`src/rtl/sled_pkg.sv`:
```
package sled_pkg;

    localparam int NUM_LEDS = 8;
    localparam int NUM_ACT  = 2;

    typedef enum logic {
        BL_DARK,
        BL_LIT
    } blink_state_t;

    typedef enum logic {
        ST_IDLE,
        ST_HOLD
    } stretch_state_t;

    typedef enum logic [1:0] {
        L1_BLINK,
        L1_SOLID,
        L1_DARK
    } led1_mode_t;

    function automatic led1_mode_t pick_led1_mode(input logic supply_on,
                                                  input logic dip_ctl);
        led1_mode_t m;
        if (!supply_on)
            m = L1_BLINK;
        else if (dip_ctl)
            m = L1_DARK;
        else
            m = L1_SOLID;
        return m;
    endfunction

endpackage

```
`src/rtl/sled_blinker.sv`:
```
module sled_blinker
    import sled_pkg::*;
#(
    parameter int unsigned HALF_CYCLES = 62_500_000
) (
    input  logic clk,
    input  logic rst_n,
    output logic blink
);

    localparam int unsigned CW = (HALF_CYCLES > 1) ? $clog2(HALF_CYCLES) : 1;
    localparam logic [CW-1:0] LAST = CW'(HALF_CYCLES - 1);

    logic [CW-1:0] div_q;
    logic          tick;
    blink_state_t  st_q;
    blink_state_t  st_d;

    assign tick = (div_q == LAST);

    // prescaler
    always_ff @(posedge clk or negedge rst_n) begin
        if (!rst_n)
            div_q <= '0;
        else if (tick)
            div_q <= '0;
        else
            div_q <= div_q + 1'b1;
    end

    // state register
    always_ff @(posedge clk or negedge rst_n) begin
        if (!rst_n)
            st_q <= BL_DARK;
        else
            st_q <= st_d;
    end

    // next state
    always_comb begin
        unique case (st_q)
            BL_DARK: st_d = tick ? BL_LIT  : BL_DARK;
            BL_LIT:  st_d = tick ? BL_DARK : BL_LIT;
            default: st_d = BL_DARK;
        endcase
    end

    // outputs
    always_comb begin
        blink = (st_q == BL_LIT);
    end

endmodule

```
`src/rtl/sled_stretch.sv`:
```
module sled_stretch
    import sled_pkg::*;
#(
    parameter int unsigned HOLD_CYCLES = 12_500_000
) (
    input  logic clk,
    input  logic rst_n,
    input  logic strobe,
    output logic active
);

    localparam int unsigned CW = (HOLD_CYCLES > 1) ? $clog2(HOLD_CYCLES) : 1;
    localparam logic [CW-1:0] RELOAD = CW'(HOLD_CYCLES - 1);

    stretch_state_t st_q;
    stretch_state_t st_d;
    logic [CW-1:0]  cnt_q;
    logic [CW-1:0]  cnt_d;

    // state register
    always_ff @(posedge clk or negedge rst_n) begin
        if (!rst_n) begin
            st_q  <= ST_IDLE;
            cnt_q <= '0;
        end else begin
            st_q  <= st_d;
            cnt_q <= cnt_d;
        end
    end

    // transitions: IDLE->HOLD on strobe, HOLD reload on strobe, HOLD->IDLE on expiry
    always_comb begin
        st_d  = st_q;
        cnt_d = cnt_q;
        unique case (st_q)
            ST_IDLE: begin
                if (strobe) begin
                    st_d  = ST_HOLD;
                    cnt_d = RELOAD;
                end
            end
            ST_HOLD: begin
                if (strobe) begin
                    cnt_d = RELOAD;
                end else if (cnt_q == '0) begin
                    st_d  = ST_IDLE;
                end else begin
                    cnt_d = cnt_q - 1'b1;
                end
            end
            default: begin
                st_d  = ST_IDLE;
                cnt_d = '0;
            end
        endcase
    end

    // outputs
    always_comb begin
        active = (st_q == ST_HOLD);
    end

endmodule

```
`src/rtl/sled_drive.sv`:
```
module sled_drive
    import sled_pkg::*;
#(
    parameter int LEDS = NUM_LEDS
) (
    input  logic            clk,
    input  logic            rst_n,
    input  logic            blink,
    input  logic            supply_on,
    input  logic            dip_ctl,
    input  logic            reg_mode,
    input  logic            act_mod,
    input  logic            act_host,
    input  logic            boot_flash,
    input  logic            strap2,
    input  logic            px,
    input  logic            py,
    input  logic            bus_on,
    input  logic [LEDS-1:1] bus_bits,
    output logic [LEDS-1:0] led
);

    led1_mode_t      mode;
    logic            ind_d;
    logic [LEDS-1:1] local_d;
    logic [LEDS-1:1] upper_d;
    logic [LEDS-1:0] led_q;

    assign mode = pick_led1_mode(supply_on, dip_ctl);

    // supply indicator
    always_comb begin
        unique case (mode)
            L1_BLINK: ind_d = blink;
            L1_SOLID: ind_d = 1'b1;
            L1_DARK:  ind_d = 1'b0;
            default:  ind_d = 1'b0;
        endcase
    end

    // local status arrangement, LED2..LED8
    always_comb begin
        local_d    = '0;
        local_d[1] = reg_mode;
        local_d[2] = act_mod;
        local_d[3] = act_host;
        local_d[4] = boot_flash;
        local_d[5] = strap2;
        local_d[6] = px;
        local_d[7] = py;
    end

    always_comb begin
        upper_d = bus_on ? bus_bits : local_d;
    end

    // output register
    always_ff @(posedge clk or negedge rst_n) begin
        if (!rst_n)
            led_q <= '0;
        else
            led_q <= {upper_d, ind_d};
    end

    always_comb begin
        led = led_q;
    end

endmodule

```
`src/rtl/status_led_mux.sv`:
```
module status_led_mux
    import sled_pkg::*;
#(
    parameter int unsigned BLINK_HALF_CYCLES = 62_500_000,
    parameter int unsigned STRETCH_CYCLES    = 12_500_000
) (
    input  logic       clk,
    input  logic       rst_n,
    input  logic       vio_en,
    input  logic       vsel_dip,
    input  logic       reg_mode,
    input  logic       uart_mod_act,
    input  logic       uart_host_act,
    input  logic       boot_flash,
    input  logic       mode_strap2,
    input  logic       probe_x,
    input  logic       probe_y,
    input  logic       rbus_active,
    input  logic [7:1] rbus_pins,
    output logic [7:0] led
);

    logic               blink;
    logic [NUM_ACT-1:0] strobes;
    logic [NUM_ACT-1:0] act;

    assign strobes = {uart_host_act, uart_mod_act};

    sled_blinker #(
        .HALF_CYCLES(BLINK_HALF_CYCLES)
    ) u_blink (
        .clk   (clk),
        .rst_n (rst_n),
        .blink (blink)
    );

    for (genvar g = 0; g < NUM_ACT; g++) begin : g_act
        sled_stretch #(
            .HOLD_CYCLES(STRETCH_CYCLES)
        ) u_st (
            .clk    (clk),
            .rst_n  (rst_n),
            .strobe (strobes[g]),
            .active (act[g])
        );
    end

    sled_drive #(
        .LEDS(NUM_LEDS)
    ) u_drive (
        .clk        (clk),
        .rst_n      (rst_n),
        .blink      (blink),
        .supply_on  (vio_en),
        .dip_ctl    (vsel_dip),
        .reg_mode   (reg_mode),
        .act_mod    (act[0]),
        .act_host   (act[1]),
        .boot_flash (boot_flash),
        .strap2     (mode_strap2),
        .px         (probe_x),
        .py         (probe_y),
        .bus_on     (rbus_active),
        .bus_bits   (rbus_pins),
        .led        (led)
    );

endmodule

```
`config.mk`:
```
export PLATFORM = sky130hd
export DESIGN_NAME = status_led_mux
export DESIGN_NICKNAME = d
export VERILOG_FILES = /design/src/rtl/sled_pkg.sv /design/src/rtl/sled_blinker.sv /design/src/rtl/sled_stretch.sv /design/src/rtl/sled_drive.sv /design/src/rtl/status_led_mux.sv
export SDC_FILE = /design/constraint.sdc
export NUM_CORES = 1
export LEC_CHECK = 0
export BUFFER_PORTS_ARGS = -buffer_cell sky130_fd_sc_hd__buf_2
export CORE_MARGIN = 2
export CORE_UTILIZATION = 50
export CTS_CLUSTER_SIZE = 10
export DETAILED_ROUTE_END_ITERATION = 10
export PLACE_DENSITY = 0.7
export SYNTH_ARGS = -nofsm -noshare
export SYNTH_HDL_FRONTEND = slang
export SYNTH_SLANG_ARGS = --single-unit
```
`constraint.sdc`:
```
create_clock -name clk -period 2.5 [get_ports clk]
set_input_delay 0.125 -clock clk [delete_from_list [all_inputs] [get_ports clk]]
set_output_delay 0.125 -clock clk [all_outputs]
set_load 0.01 [all_outputs]
```
==> flow_metrics.env <==
export IMPL_status="complete, no violations"
export IMPL_p_int_mw=1.90
export IMPL_drt_pass1_iterations=4
export IMPL_p_clk_share_pct=37.7
export IMPL_fmax_ghz=0.425
export IMPL_holdPathStages=2
export IMPL_grt_pass1_wl_um=14100
export IMPL_ys_async_sr_fraction_pct=100
export IMPL_coreArea_um2=8590
export IMPL_area_growth_pct=13.4
export IMPL_cts_sinks=85
export IMPL_r2r_start="g_act[1].u_st.cnt_q[15]"
export IMPL_yosysTopAreaCellShare_pct=48.5
export IMPL_clk_latency_ps=350
export IMPL_hold_path_class="input port to flop"
export IMPL_max_cap_viol_count=0
export IMPL_slew_viol_final=0
export IMPL_synth_edff_count=0
export IMPL_drive_above_1_share_pct=16.3
export IMPL_routed_wl_um=8140
export IMPL_fillCellCount=757
export IMPL_grt_setup_unrepaired="no"
export IMPL_initial_utilization_pct=51.0
export IMPL_whs_ps=12.0
export IMPL_num_vias=3256
export IMPL_dpl_hpwl_um=5540
export IMPL_synth_fp_nets=453
export IMPL_die_area_um2=9530
export IMPL_final_cell_mix="dfrtp_1 (85), nor2_1 (48), xor2_1 (42)"
export IMPL_ys_ff_latch=85
export IMPL_first_iter_violations=143
export IMPL_wl_per_cell_um=13.9
export IMPL_vias_per_cell=5.54
export IMPL_fin_skew_ps=14.0
export IMPL_yosysSeqAreaShare_pct=48.5
export IMPL_syn_area_per_cell_um2=10.2
export IMPL_grt_pass1_vias=3157
export IMPL_nNetsFinal=500
export IMPL_clk_pin_slew_ps=80
export IMPL_worst_setup_path_type="flop to flop"
export IMPL_power_density_nw_per_um2=494
export IMPL_synth_main_ff_cell="dfrtp_1"
export IMPL_rr_worst_depth=7
export IMPL_peakVddDrop_mv=0.298
export IMPL_hold_end="u_drive.led[6]"
export IMPL_clockRootBuffer="clkbuf_8"
export IMPL_timing_slew_headroom_pct=31.0
export IMPL_dp_cells=563
export IMPL_worstSetupEndpointType="flop"
export IMPL_crit_path_start_kind="flop"
export IMPL_gr_usage_met2_pct=28.2
export IMPL_yosysTopAreaCell="dfrtp_1"
export IMPL_min_period_ps=2350
export IMPL_grtUsageTotal_pct=17.9
export IMPL_design_area_um2=4970
export IMPL_rr_endpoint="g_act[1].u_st.cnt_q[1]"
export IMPL_finalSetupViolCount=0
export IMPL_cts_resized=0
export IMPL_final_cells=588
export IMPL_dpl_instance_area_um2=4690
export IMPL_cp_max_fo=8
export IMPL_cts_buffers=9
export IMPL_syn_area_um2=4380
export IMPL_grt_overflow=0
export IMPL_switchingPower_mw=0.555
export IMPL_synth_area_top_cells="dfrtp_1 (49%), xor2_1 (8.4%), nor2_1 (4.1%)"
export IMPL_pwr_share_seq_pct=57.0
export IMPL_grt_busiest_layer="met2"
export IMPL_grt_antenna_before_repair=0
export IMPL_routabilityCongestion=0.793
export IMPL_grt_met1_usage_pct=24.7
export IMPL_rows=34
export IMPL_use_met3_pct=3.60
export IMPL_num_antenna_cells=0
export IMPL_grt_max_degree=86
export IMPL_yosysUniqueCellTypes=53
export IMPL_yosysWarnings=0
export IMPL_drc=0
export IMPL_cts_setup_buffers=0
export IMPL_p_comb_share_pct=5.2
export IMPL_min_from="probe_x"
export IMPL_p_leak_nw=1.95
export IMPL_hold_viol=0
export IMPL_port_buffers=26
export IMPL_rrSetupSlack_ps=150
export IMPL_htreeDepth=3
export IMPL_cts_tree="built"
export IMPL_final_util_pct=57.9
export IMPL_crit_arrival_ps=2580
export IMPL_clockBufferDepth=2
export IMPL_die_w_um=97.6
export IMPL_p_sw_share_pct=22.6
export IMPL_required_ps=2730
export IMPL_fin_setup_tns_ps=0
export IMPL_ant_nets=0
export IMPL_pin_count=27
export IMPL_worst_pin_slew_ps=1040
export IMPL_syn_instance_count=429
export IMPL_final_common_cell="dfrtp_1"
export IMPL_die_h_um=97.6
export IMPL_fin_crit_sh_pct=94.1
## layer usage
metal	routed length [µm]	vias to the layer above
met2	3960	43
met3	206	12
met4	110	0
met5	0	-
met1	3870	1593
li1	-	1608
## cell type report
type | count | area [µm²] | area share [%]
Clock buffer | 11 | 131 | 2.64
Clock inverter | 4 | 50.0 | 1.01
Inverter | 8 | 30.0 | 0.604
Multi-Input combinational cell | 321 | 2150 | 43.3
Sequential cell | 85 | 2130 | 42.8
Tap cell | 108 | 135 | 2.72
Timing Repair Buffer | 51 | 345 | 6.94
## state kept, by name, summed over array words and instances (netlist names)
name / flops
g_act.u_st.active: 2
g_act.u_st.cnt_q: 48
u_blink.blink: 1
u_blink.div_q: 26
u_drive.led: 8
## repair_timing
action / 4_1_cts / 5_1_grt
endpoints found under the setup margin: 0 / 0
hold buffers: 10 / 0
hold endpoints to repair: 18 / 0
## power by group through the flow
stage	Clock [mW]	Sequential (mW)	Combinational (mW)
after floorplan	0	1.43	0.0526
after global placement	0	1.43	0.116
final	0.927	1.40	0.129
after global routing	1.01	1.40	0.147
after detailed placement	0	1.43	0.119
after CTS	0.954	1.40	0.132
## critical path, cell delays in order, from the launching register on
cell and delay, ps:
dfrtp_1 420, or4_4 550, nand4b_1 400, buf_4 270
o21ai_0 160, buf_4 160, nor2_1 40, a211o_1 250
## synthesized netlist by cell type (11+ instances only)
cell	number
o21ai_0	15
nor2_1	48
nand2b_1	21
xor2_1	42
nand4_1	13
nand2_1	19
xnor2_1	13
clkbuf_1	11
nor3_1	20
dfrtp_1	85
nand3_1	12
## metrics by stage
stage / power [mW] / setup slack [ps]
2_1_floorplan: 1.48 / 299
3_3_place_gp: 1.54 / 214
3_5_place_dp: 1.55 / 164
4_1_cts: 2.49 / 157
5_1_grt: 2.56 / 2.53
6_report: 2.46 / 148
## cell families (layout without fill, tap and decap cells)
logic type / after synthesis / in the layout / synth area share [%]
AO/OA/AOI/OAI: 46 / 46 / 7.25
XOR/XNOR: 55 / 55 / 11.0
adder cells (fa/ha/maj): 5 / 5 / 1.43
buffers and inverters: 23 / 74 / 2.34
flip-flops: 85 / 85 / 48.5
multiplexers: 11 / 11 / 2.71
AND/OR/NAND/NOR: 204 / 204 / 26.8
## worst max-delay path by stage
| stage | from | endpoint | slack, ps |
|---|---|---|---|
| final | g_act[1].u_st.cnt_q[15] | g_act[1].u_st.cnt_q[1] | 150 |
| after floorplan | g_act[0].u_st.cnt_q[7] | g_act[0].u_st.cnt_q[3] | 300 |
| after detailed placement | g_act[0].u_st.cnt_q[10] | g_act[0].u_st.cnt_q[3] | 160 |
| after global placement | g_act[1].u_st.cnt_q[17] | g_act[1].u_st.cnt_q[1] | 210 |
| after global routing | g_act[1].u_st.cnt_q[15] | g_act[1].u_st.cnt_q[11] | 3 |
| after CTS | g_act[0].u_st.cnt_q[11] | g_act[0].u_st.cnt_q[3] | 160 |
Note: power is estimated with default switching activity, not from simulation.
